`config.mk`:
```
export PLATFORM = sky130hd
export DESIGN_NAME = blkxfer_seq
export DESIGN_NICKNAME = d
export VERILOG_FILES = /design/src/rtl/blkxfer_pkg.sv /design/src/rtl/blkxfer_pick.sv /design/src/rtl/blkxfer_addr.sv /design/src/rtl/blkxfer_seq.sv
export SDC_FILE = /design/constraint.sdc
export NUM_CORES = 1
export LEC_CHECK = 0
export BUFFER_PORTS_ARGS = -buffer_cell sky130_fd_sc_hd__buf_2
export CORE_MARGIN = 8
export CORE_UTILIZATION = 28
export DETAILED_ROUTE_END_ITERATION = 8
export SETUP_SLACK_MARGIN = 0.05
export SLEW_MARGIN = 20
export SYNTH_ARGS = -nofsm -noshare
export SYNTH_HDL_FRONTEND = slang
export SYNTH_SLANG_ARGS = --single-unit
```
`constraint.sdc`:
```
create_clock -name clk -period 5.2 [get_ports clk]
set_input_delay 0.52 -clock clk [delete_from_list [all_inputs] [get_ports clk]]
set_output_delay 0.52 -clock clk [all_outputs]
set_load 0.005 [all_outputs]
```
`src/rtl/blkxfer_pkg.sv`:
```
package blkxfer_pkg;

  typedef enum logic [1:0] {
    ST_IDLE  = 2'd0,
    ST_RUN   = 2'd1,
    ST_DONE  = 2'd2,
    ST_FAULT = 2'd3
  } seq_state_e;

endpackage

```
`src/rtl/blkxfer_pick.sv`:
```
module blkxfer_pick #(
  parameter int NREG = 16,
  localparam int IW = $clog2(NREG)
) (
  input  logic [NREG-1:0] mask,
  output logic [IW-1:0]   idx,
  output logic [NREG-1:0] rest,
  output logic            last
);

  always_comb begin
    idx = '0;
    for (int i = NREG - 1; i >= 0; i--) begin
      if (mask[i]) idx = IW'(i);
    end
  end

  assign rest = mask & (mask - NREG'(1));
  assign last = (rest == '0);

endmodule

```
`src/rtl/blkxfer_addr.sv`:
```
module blkxfer_addr #(
  parameter int NREG = 16,
  parameter int AW   = 32,
  parameter int WB   = 4,
  localparam int CW  = $clog2(NREG + 1)
) (
  input  logic [NREG-1:0] list,
  input  logic [AW-1:0]   base,
  input  logic            pre,
  input  logic            up,
  output logic [AW-1:0]   first,
  output logic [AW-1:0]   wbv,
  output logic            empty
);

  function automatic logic [CW-1:0] count_set(input logic [NREG-1:0] m);
    logic [CW-1:0] c;
    c = '0;
    for (int i = 0; i < NREG; i++) c = c + CW'(m[i]);
    return c;
  endfunction

  function automatic logic [AW-1:0] lowest_addr(input logic [AW-1:0] b,
                                                input logic [AW-1:0] span,
                                                input logic p, input logic u);
    logic [AW-1:0] r;
    if (u) r = p ? b + AW'(WB) : b;
    else   r = p ? b - span : b - span + AW'(WB);
    return r;
  endfunction

  function automatic logic [AW-1:0] updated_base(input logic [AW-1:0] b,
                                                 input logic [AW-1:0] span,
                                                 input logic u);
    return u ? b + span : b - span;
  endfunction

  logic [CW-1:0] n_set;
  logic [AW-1:0] span;

  assign n_set = count_set(list);
  assign span  = AW'(n_set) * AW'(WB);
  assign first = lowest_addr(base, span, pre, up);
  assign wbv   = updated_base(base, span, up);
  assign empty = (n_set == '0);

endmodule

```
`src/rtl/blkxfer_seq.sv`:
```
module blkxfer_seq #(
  parameter int NREG = 16,
  parameter int AW   = 32,
  parameter int WB   = 4,
  localparam int IW  = $clog2(NREG)
) (
  input  logic            clk,
  input  logic            rst_n,
  input  logic            cmd_valid,
  output logic            cmd_ready,
  input  logic [NREG-1:0] cmd_list,
  input  logic [AW-1:0]   cmd_base,
  input  logic            cmd_pre,
  input  logic            cmd_up,
  input  logic            cmd_wb,
  input  logic            cmd_user,
  output logic            beat_valid,
  input  logic            beat_ready,
  output logic [IW-1:0]   beat_reg,
  output logic [AW-1:0]   beat_addr,
  output logic            beat_last,
  output logic            beat_user,
  output logic            wb_valid,
  output logic            wb_en,
  output logic [AW-1:0]   wb_value,
  output logic            err_empty
);
  import blkxfer_pkg::*;

  seq_state_e      state;
  logic [NREG-1:0] mask_q;
  logic [AW-1:0]   addr_q;
  logic [AW-1:0]   wbv_q;
  logic            user_q;
  logic            wen_q;

  logic [AW-1:0]   first_addr;
  logic [AW-1:0]   next_base;
  logic            list_empty;
  logic [IW-1:0]   pick_idx;
  logic [NREG-1:0] pick_rest;
  logic            pick_last;

  // named events for the checks
  logic cmd_fire;
  logic beat_fire;
  logic seq_end;

  blkxfer_addr #(.NREG(NREG), .AW(AW), .WB(WB)) u_addr (
    .list  (cmd_list),
    .base  (cmd_base),
    .pre   (cmd_pre),
    .up    (cmd_up),
    .first (first_addr),
    .wbv   (next_base),
    .empty (list_empty)
  );

  blkxfer_pick #(.NREG(NREG)) u_pick (
    .mask (mask_q),
    .idx  (pick_idx),
    .rest (pick_rest),
    .last (pick_last)
  );

  assign cmd_ready  = (state == ST_IDLE);
  assign beat_valid = (state == ST_RUN);
  assign cmd_fire   = cmd_valid && cmd_ready;
  assign beat_fire  = beat_valid && beat_ready;
  assign seq_end    = beat_fire && pick_last;

  always_ff @(posedge clk or negedge rst_n) begin
    if (!rst_n) begin
      state  <= ST_IDLE;
      mask_q <= '0;
      addr_q <= '0;
      wbv_q  <= '0;
      user_q <= 1'b0;
      wen_q  <= 1'b0;
    end else begin
      unique case (state)
        ST_IDLE: begin
          if (cmd_fire) begin
            if (list_empty) begin
              state <= ST_FAULT;
            end else begin
              state  <= ST_RUN;
              mask_q <= cmd_list;
              addr_q <= first_addr;
              wbv_q  <= next_base;
              user_q <= cmd_user;
              wen_q  <= cmd_wb;
            end
          end
        end
        ST_RUN: begin
          if (beat_fire) begin
            mask_q <= pick_rest;
            addr_q <= addr_q + AW'(WB);
            if (pick_last) state <= ST_DONE;
          end
        end
        ST_DONE:  state <= ST_IDLE;
        ST_FAULT: state <= ST_IDLE;
        default:  state <= ST_IDLE;
      endcase
    end
  end

  assign beat_reg  = pick_idx;
  assign beat_addr = addr_q;
  assign beat_last = pick_last;
  assign beat_user = user_q;
  assign wb_valid  = (state == ST_DONE);
  assign wb_en     = wen_q;
  assign wb_value  = wbv_q;
  assign err_empty = (state == ST_FAULT);


  stall_hold_chk: assert property (@(posedge clk) disable iff (!rst_n)
    beat_valid && !beat_ready |=> beat_valid && $stable(beat_addr) &&
      $stable(beat_reg) && $stable(beat_last) && $stable(beat_user));


  addr_step_chk: assert property (@(posedge clk) disable iff (!rst_n)
    beat_fire && !beat_last |=> beat_valid &&
      (beat_addr - $past(beat_addr) == AW'(WB)));


  reg_ascend_chk: assert property (@(posedge clk) disable iff (!rst_n)
    beat_fire && !beat_last |=> beat_valid && (beat_reg > $past(beat_reg)));


  reg_selected_chk: assert property (@(posedge clk) disable iff (!rst_n)
    beat_valid |-> mask_q[beat_reg]);


  wb_after_last_chk: assert property (@(posedge clk) disable iff (!rst_n)
    seq_end |=> wb_valid && !beat_valid);


  wb_single_chk: assert property (@(posedge clk) disable iff (!rst_n)
    wb_valid |=> !wb_valid);


  err_quiet_chk: assert property (@(posedge clk) disable iff (!rst_n)
    err_empty |-> !beat_valid && !wb_valid && !cmd_ready);


  busy_block_chk: assert property (@(posedge clk) disable iff (!rst_n)
    beat_valid |-> !cmd_ready);

endmodule

```
==> run metrics, run 1 <==
outcome=complete, but fails checks; failing checks=setup timing; WL/cell=between 15 and 20 um; final setup vio count=70; Final Net Count=1,475; initial core utilization=28.29%; #FFs+latches synth=84; Final period util=125.2%; latest clock arrival within the worst-skew pair=360 ps; peak supply drop=288.4 uV; highest clock rate=153.6 MHz; clk slew on worst S/H paths=roughly 70 ps; Finished Layout Cells=1,780; GRT Residual Overflow=0; crit path max fanout=3; R2R Setup Slk=~2300 ps; chip width=186.1 um; # clock sinks=84; die area=between 0.03 and 0.04 mm2; Hold Fails Final Rpt=0; io pins=~130; max incr delay on CP=530 ps; initial antenna violation count=3; Synth-to-Final Area Change=57.10%; overall routing resource usage=between 20% and 30%; final WL=around 35,000 um; CP top delay family=adder cells; core area=0.02863 mm2; Final Worst Setup Slack=-1309 ps; Min-Delay Path Class=input port to async pin; crit start category=input port; slowest CP cell=fa_1; Crit Reg-Reg Endpoint=state[0]; maximum clock path buffer count=2; commonest non-fill, non-tap cell in the layout=buf_4; vias in the first global route=~9,300; max-slew violation count=0; Yosys cell types=83; worst reg2reg path startpoint=mask_q[1]; Max Cap Viol=0; largest net degree at the start of global routing=50; Post-CTS Hold Fix Bufs=0; CP Capture Type=flip-flop; CTS tree=done; Hold WS=130.5 ps; I/O Buffers=130; first drt pass iteration count=5; Gate Count Post-Synth=1,085; most frequent CP cell=fa_1; die height=186.1 um; antenna viol nets, final=0; H-tree Lvls=3; Via Count=approximately 9,600; most frequent cells in the layout=buf_4 (168), buf_2 (127), nand2_1 (113); Leakage=5.455 nW; via density per instance=5.400; Synth async-reset ratio=100.0%; crit path time final=between 6000 and 7000 ps; CP bufs+invs=3; DP Wirelength=around 25,000 um; RSZ-0062 raised after global routing=yes; Syn Area/Cell=7.465 um2; data arrival time of the worst path=6760 ps; # rows=62; final RePlAce weighted congestion=0.9408; number of flops mapped to enable cells by yosys=0; Worst-Margin Slew=861.0 ps; yosys synthesis warning count=0; worst-path cell chain=buf_8, ha_4, inv_2, fa_1, fa_1, fa_1, fa_1, fa_2, fa_2, nor2b_1, o21a_1, inv_2, ha_4, or4_4, or2_4, or3_4, a211o_1, a211oi_2, nand4_1, mux2_4, or3_1, a31oi_1; Slew HR=42.24%; R2R cell count=9; sequential share of the synthesized area=around a quarter; P per Cell Area=~540 mW/mm2; Inst Count DP=1,701; DR DRC count=0; mapped cell area=0.008099 mm2; Synth Net Count=1,172; Setup Skew=between 15 and 20 ps; Crit path required time=5450 ps; first-pass GRT wire length=53,670 um; Setup CP Type=input port to flip-flop; Most used DFF post-synth=dfrtp_1; share of cells above drive strength 1=41.06%; Initial DRC Count=810; total CTS buffers=9; Root Buffer Master=clkbuf_16
[cell usage after synthesis (6+ instances only)]
| cell | number | share of area (%) |
|---|---|---|
| a211oi_1 | 9 | 0.83 |
| a21o_1 | 13 | 1.2 |
| a21oi_1 | 75 | 4.6 |
| a31oi_1 | 11 | 0.85 |
| and2_1 | 12 | 0.93 |
| and3_1 | 12 | 0.93 |
| buf_1 | 13 | 0.60 |
| clkbuf_1 | 53 | 2.5 |
| dfrtp_1 | 84 | 26 |
| fa_1 | 12 | 3.0 |
| ha_1 | 19 | 2.9 |
| inv_1 | 54 | 2.5 |
| mux2i_1 | 14 | 1.7 |
| nand2_1 | 123 | 5.7 |
| nand2b_1 | 9 | 0.70 |
| nand3_1 | 42 | 2.6 |
| nand4_1 | 30 | 2.3 |
| nor2_1 | 101 | 4.7 |
| nor2b_1 | 6 | 0.46 |
| nor3_1 | 31 | 1.9 |
| nor4_1 | 27 | 2.1 |
| o21ai_0 | 94 | 5.8 |
| o21bai_1 | 7 | 0.65 |
| o22ai_1 | 13 | 1.0 |
| o31ai_1 | 7 | 0.65 |
| or2_2 | 8 | 0.62 |
| or3_1 | 15 | 1.2 |
| or4_1 | 6 | 0.56 |
| xnor2_1 | 46 | 5.0 |
| xor2_1 | 34 | 3.7 |
[metrics by stage]
step	setup slack (ps)	setup TNS [ps]	instance area [um2]	total power, mW	utilization, %
after floorplan	-1501	-32600	8504	3.519	-
after global placement	-1608	-68120	10640	5.088	37.17
after detailed placement	-1741	-76330	10640	5.140	37.17
after CTS	-1280	-37840	12140	6.555	42.39
after global routing	-1474	-53900	12720	7.425	44.44
final	-1309	-39260	12720	6.885	44.45
[cell families after synthesis]
group | synth area share, %
AO/OA/AOI/OAI | 22.23
XOR/XNOR | 8.651
adder cells (fa/ha/maj) | 6.396
buffers and inverters | 6.118
flip-flops | 25.95
multiplexers | 2.750
AND/OR/NAND/NOR | 27.90
[cell type report]
type	instances	area, um2
Timing Repair Buffer	362	2872
Multi-Input combinational cell	875	6746
Sequential cell	84	2102
Inverter	56	212.7
Fill cell	2743	15900
Tap cell	384	480.5
Clock buffer	10	239.0
Clock inverter	6	63.81
Antenna cell	3	7.507
[per-layer routing]
metal / wire, um / global-route usage (%) / part of all wire (%)
met1: 15430 / 26.81 / 44
met2: 15580 / 30.61 / 44
met3: 3296 / 5.836 / 9.4
met4: 884 / 6.669 / 2.5
met5: 0 / 0 / 0
[registers in the layout (all words and copies together), names as in the netlist]
signal and count:
wb_en 1, state 2, wb_value 32, beat_user 1, mask_q 16, beat_addr 32
[what timing repair did]
| action | in CTS | in global routing |
|---|---|---|
| gates cloned | 9 | 1 |
| pin swaps | 75 | 56 |
| gates resized for setup | 188 | 92 |
| endpoints found under the setup margin | 81 | 82 |
| buffers inserted | 33 | 23 |
[worst register-to-register path, delay by kind of cell, from the launching register on]
kind	cells	cell delay, ps
AND/OR/NAND/NOR	5	1570
adder cells (fa/ha/maj)	1	400
AO/OA/AOI/OAI	3	410
flip-flops	1	440
[report_power, final]
| part | switching, mW | total, mW | internal, mW | leakage [nW] |
|---|---|---|---|---|
| Combinational | 2.56 | 4.94 | 2.39 | 4.29 |
| Sequential | 0.305 | 1.25 | 0.943 | 1.02 |
| Clock | 0.307 | 0.693 | 0.386 | 0.144 |
| Total | 3.17 | 6.88 | 3.71 | 5.46 |
[worst max-delay path by stage]
stage	slack, ps	cells past startpoint	start	to
floorplan	-1500	23	cmd_list[1]	beat_addr[26]
detailed placement	-1740	23	cmd_list[1]	beat_addr[28]
CTS	-1280	22	cmd_list[1]	beat_addr[26]
finish	-1310	22	cmd_list[1]	beat_addr[26]
global route	-1470	22	cmd_list[1]	beat_addr[26]
global placement	-1610	22	cmd_list[1]	beat_addr[26]
No activity file was read; power rests on OpenSTA's default activity.
==> run 2, diff against run 1 <==
- CORE_UTILIZATION: 28 -> 45
- PLACE_DENSITY: default -> 0.75
==> run 2 against run 1 <==
Compared with the run above: critical path type unchanged; the run still ends with setup timing left; flip-flop and latch count stayed put; clock-buffer cell count is the same; clock skew fell by 11 ps; clock power about the same; final cell count shrank 9.4%; die area shrank 35%; design area down 1.9%; core utilization grew 25 points; power increased by 0.12%.
==> run metrics, run 2 (synthesized netlist as in run 1, its figures left out) <==
# rows=49; H-tree Lvls=3; first drt pass iteration count=6; die height=150.2 um; overall routing resource usage=27.97%; Setup CP Type=input port to flip-flop; final WL=35,680 um; max-slew violation count=0; Ant. Diodes=0; initial core utilization=between 40% and 50%; commonest non-fill, non-tap cell in the layout=buf_4; Leakage=roughly 5.4 nW; RSZ-0062 raised after global routing=yes; Min-Delay Path Class=input port to flip-flop; failing checks=setup timing; Crit path required time=5480 ps; # clock sinks=84; total CTS buffers=9; WL/cell=22.12 um; Root Buffer Master=clkbuf_16; final setup vio count=82; crit path max fanout=3; peak supply drop=between 400 and 500 uV; latest clock arrival within the worst-skew pair=370 ps; DP Wirelength=22,730 um; I/O Buffers=130; antenna viol nets, final=0; first-pass GRT wire length=~50,000 um; CTS tree=done; Max Cap Viol=0; largest net degree at the start of global routing=between 80 and 90; Initial DRC Count=1,240; Via Count=10,110; die area=around 0.023 mm2; Setup Skew=5.864 ps; fill count=1,277; crit path time final=6786 ps; Hold WS=337.5 ps; P per Cell Area=between 500 and 600 mW/mm2; DR DRC count=0; highest clock rate=147.4 MHz; Final Worst Setup Slack=-1586 ps; R2R Setup Slk=between 2000 and 2500 ps; Worst-Margin Slew=~940 ps; CP Capture Type=flip-flop; vias in the first global route=9,328; Hold Fails Final Rpt=0; Synth-to-Final Area Change=54.04%; Tot Pwr=6.893 mW; core area=0.01784 mm2; Final period util=130.5%; final RePlAce weighted congestion=0.9838; outcome=complete, but fails checks; chip width=150.2 um; initial antenna violation count=0; via density per instance=6.265; share of cells above drive strength 1=41.62%; data arrival time of the worst path=between 7000 and 8000 ps; GRT Residual Overflow=0; Final Net Count=approximately 1,500; crit start category=input port; io pins=131; clk slew on worst S/H paths=70 ps; most frequent cells in the layout=buf_4 (169), buf_2 (127), nand2_1 (114); Slew HR=36.69%; maximum clock path buffer count=2
==> run 2: cell types whose count changed in the layout (fill, tap and decap cells not counted), sizes merged <==
cell         change
a21o             +1
buf             -14
clkbuf           +4
clkinv           +1
clkinvlp         -2
diode            -3
dlygate4sd3      +1
inv              +1
nand2            -1
==> run 2: what timing repair did <==
item	in CTS	in global routing
resized for setup	174	120
pin swaps	64	60
hold buffers	1	0
setup endpoints to repair	82	82
gates cloned	2	7
endpoints found under the hold margin	4	0
buffers inserted	32	32
==> run 2: through the flow <==
step	util, %	setup slack [ps]	cells	cell area (um2)	setup TNS [ps]
finish	69.93	-1586	1613	12480	-55090
CTS	65.37	-1214	1583	11660	-36590
global route	69.93	-1759	1613	12480	-68030
detailed placement	58.19	-1806	1534	10380	-77500
global placement	58.19	-1557	1534	10380	-64510
floorplan	-	-1501	1085	8504	-32600
==> run 2: layout make-up <==
| type | count | area [um2] | share of cell area (%) |
|---|---|---|---|
| timing repair buffer | 353 | 2723 | 21.82 |
| clock buffer | 10 | 239.0 | 1.916 |
| clock inverter | 6 | 62.56 | 0.5015 |
| multi-input combinational | 875 | 6845 | 54.87 |
| tap | 229 | 286.5 | 2.297 |
| sequential | 84 | 2102 | 16.85 |
| inverter | 56 | 217.7 | 1.745 |
==> run 2: worst paths after layout <==
path | cells after the start | to | from
max reg2reg | 9 | state[0] | mask_q[1]
min | 3 | beat_user | cmd_user
max in group asynchronous | 3 | beat_addr[28] | rst_n
min in group asynchronous | 2 | mask_q[2] | rst_n
max | 22 | beat_addr[26] | cmd_list[1]
min reg2reg | 2 | beat_user | beat_user
==> run 2: worst max-delay path: stages <==
cell and delay [ps]:
buf_8 100, ha_4 250, inv_2 30, fa_1 510, fa_1 470, fa_1 540
fa_1 440, fa_2 390, fa_2 370, nor2b_1 180, o21a_1 210, inv_2 60
ha_4 160, or4_4 520, or2_4 280, or3_4 380, a211o_1 290, a211oi_2 250
nand4_1 200, mux2_4 350, or3_1 340, a31oi_1 210
==> run 2: layer usage <==
| layer | part of all wire [%] | GRT usage, % | routed length [um] |
|---|---|---|---|
| met5 | 0 | 0 | 0 |
| met4 | 4.1 | 11.04 | 1455 |
| met2 | 45 | 43.11 | 16060 |
| met1 | 39 | 37.21 | 14000 |
| met3 | 12 | 6.613 | 4161 |
==> run 2: power by group <==
part | total (mW) | internal, mW | switching, mW
clock network | 0.693 | 0.386 | 0.308
logic | 4.94 | 2.32 | 2.62
registers | 1.26 | 0.943 | 0.319
==> run 3, diff against run 2 <==
- CORE_UTILIZATION: 45 -> 48
- PLACE_DENSITY: 0.75 -> 0.79
- REMOVE_ABC_BUFFERS: default -> 1
==> run 3 against run 2 <==
Compared with the run above: the run still ends with setup timing left; critical path type unchanged; design area decreased by 1.4%; flip-flop and latch count unchanged; critical path depth increased by 4; worst setup slack improved by 89 ps; highest routed layer is now met5; largest cell class unchanged; non-clock buffer count increased by 2.
==> run metrics, run 3 (synthesized netlist as in run 1, its figures left out) <==
Finished Layout Cells=1,605; first drt pass iteration count=9; WL/cell=around 24 um; share of cells above drive strength 1=40.79%; die height=145.9 um; data arrival time of the worst path=between 6000 and 7000 ps; Inst Count DP=1,508; # clock sinks=84; Core Util, Final=74.48%; Setup CP Type=input port to flip-flop; crit path time final=6696 ps; initial core utilization=49.01%; Slew HR=38.07%; crit start category=input port; Root Buffer Master=clkbuf_16; CTS tree=done; most frequent cells in the layout=buf_4 (164), buf_2 (127), nand2_1 (117); Final Net Count=1,467; overall routing resource usage=31.23%; final RePlAce weighted congestion=~1.0; io pins=131; chip width=~150 um; GRT Residual Overflow=0; Final period util=128.8%; outcome=complete, but fails checks; highest clock rate=about 150 MHz; RSZ-0062 raised after global routing=yes; via density per instance=6.617; Switching Share=48.23%; Min-Delay Path Class=input port to async pin; peak supply drop=about 430 uV; Clock power frac=just under 9%; Logic pwr share=73.7%; Hold WS=roughly 80 ps; initial antenna violation count=0; Via Count=roughly 11,000; clk slew on worst S/H paths=70 ps; M1 GR Usage=40.31%; maximum clock path buffer count=2; max-slew violation count=0; CP Capture Type=flip-flop; Crit path required time=5490 ps; Worst-Margin Slew=slightly above 900 ps; Synth-to-Final Area Change=51.95%; latest clock arrival within the worst-skew pair=370 ps; DP Wirelength=22,730 um; failing checks=setup timing; # rows=47; commonest non-fill, non-tap cell in the layout=buf_4; GRT Max-Usage Layer=met2; Initial DRC Count=approximately 1,500; Max Cap Viol=0; core area=0.01652 mm2; worst slack at placement=-1931 ps; Pint=3.750 mW; final WL=37,930 um; met3 usage=just over 8%; antenna viol nets, final=0; vias in the first global route=a little under 10,000; Leakage=5.380 nW; met2 usage=between 40% and 50%; H-tree Lvls=3; P per Cell Area=588.6 mW/mm2; final setup vio count=slightly above 80; I/O Buffers=130; Hold Fails Final Rpt=0; Final Worst Setup Slack=-1496 ps; DR DRC count=0; Ant. Diodes=0; Setup Skew=7.743 ps; P_sw=3.493 mW; Flop pwr share=between 15 and 20%; first-pass GRT wire length=53,800 um; largest net degree at the start of global routing=57; crit path max fanout=3; die area=0.02129 mm2; total CTS buffers=9
[run 3: cell types whose count changed in the layout (fill, tap and decap cells not counted), sizes merged]
cell and change:
clkinvlp +2, bufinv -1, dlygate4sd3 -1, clkbuf -3, a21o -1, buf +5
[run 3: power by group through the flow]
stage | Clock [mW] | Combinational, mW | Sequential, mW
floorplan | 0 | 1.93 | 1.21
global placement | 0 | 3.47 | 1.23
detailed placement | 0 | 3.58 | 1.24
finish | 0.642 | 5.34 | 1.27
CTS | 0.635 | 4.47 | 1.24
global route | 0.664 | 5.64 | 1.30
[run 3: final cells by class]
type / count / area (um2)
Multi-Input combinational cell: 874 / 6711
Tap cell: 220 / 275.3
Timing Repair Buffer: 355 / 2731
Sequential cell: 84 / 2102
Clock buffer: 9 / 225.2
Fill cell: 1060 / 4218
Clock inverter: 7 / 51.30
Inverter: 56 / 210.2
[run 3: critical path: stages]
cell and delay (ps):
buf_6 100, ha_4 250, inv_2 30, fa_1 540, fa_1 450, fa_1 530
fa_1 440, fa_2 400, fa_2 390, nor2b_1 130, o21a_1 160, inv_1 60
ha_2 180, or4_4 550, buf_6 150, nor2_4 140, buf_6 120, nand4_4 60
or3_4 370, a221oi_4 310, nand3b_1 160, buf_4 160, buf_4 120, o31ai_2 300
nand3_1 180, a31oi_1 190
[run 3: layer usage]
metal | wire length [um] | vias to the layer above
li1 | - | 4473
met1 | 13850 | 4963
met2 | 16810 | 949
met3 | 5131 | 234
met4 | 2102 | 2
met5 | 28 | -
[run 3: repair_timing]
item	CTS	global route
gates resized for setup	257	104
buffers inserted	49	33
endpoints found under the setup margin	82	82
endpoints found under the hold margin	0	0
hold buffers	0	0
cloned	2	4
pin swaps	93	53
[run 3: path summary, 6_finish.rpt]
path	startpoint	endpoint	slack, ps	cells after the start
max	cmd_list[0]	beat_addr[28]	-1500	26
min	rst_n	wb_value[9]	80	1
max reg2reg	beat_addr[2]	beat_addr[30]	2200	9
min reg2reg	wb_value[1]	wb_value[1]	470	2
max in group asynchronous	rst_n	beat_addr[20]	3990	2
min in group clk	cmd_user	beat_user	350	3
[run 3: metrics by stage]
step / cell area [um2] / power (mW) / setup TNS [ps]
after detailed placement: 9847 / 4.820 / -88900
after CTS: 11560 / 6.343 / -45030
after global placement: 9847 / 4.704 / -80350
final: 12310 / 7.243 / -58020
after global routing: 12310 / 7.607 / -68450
after floorplan: 7814 / 3.145 / -145940
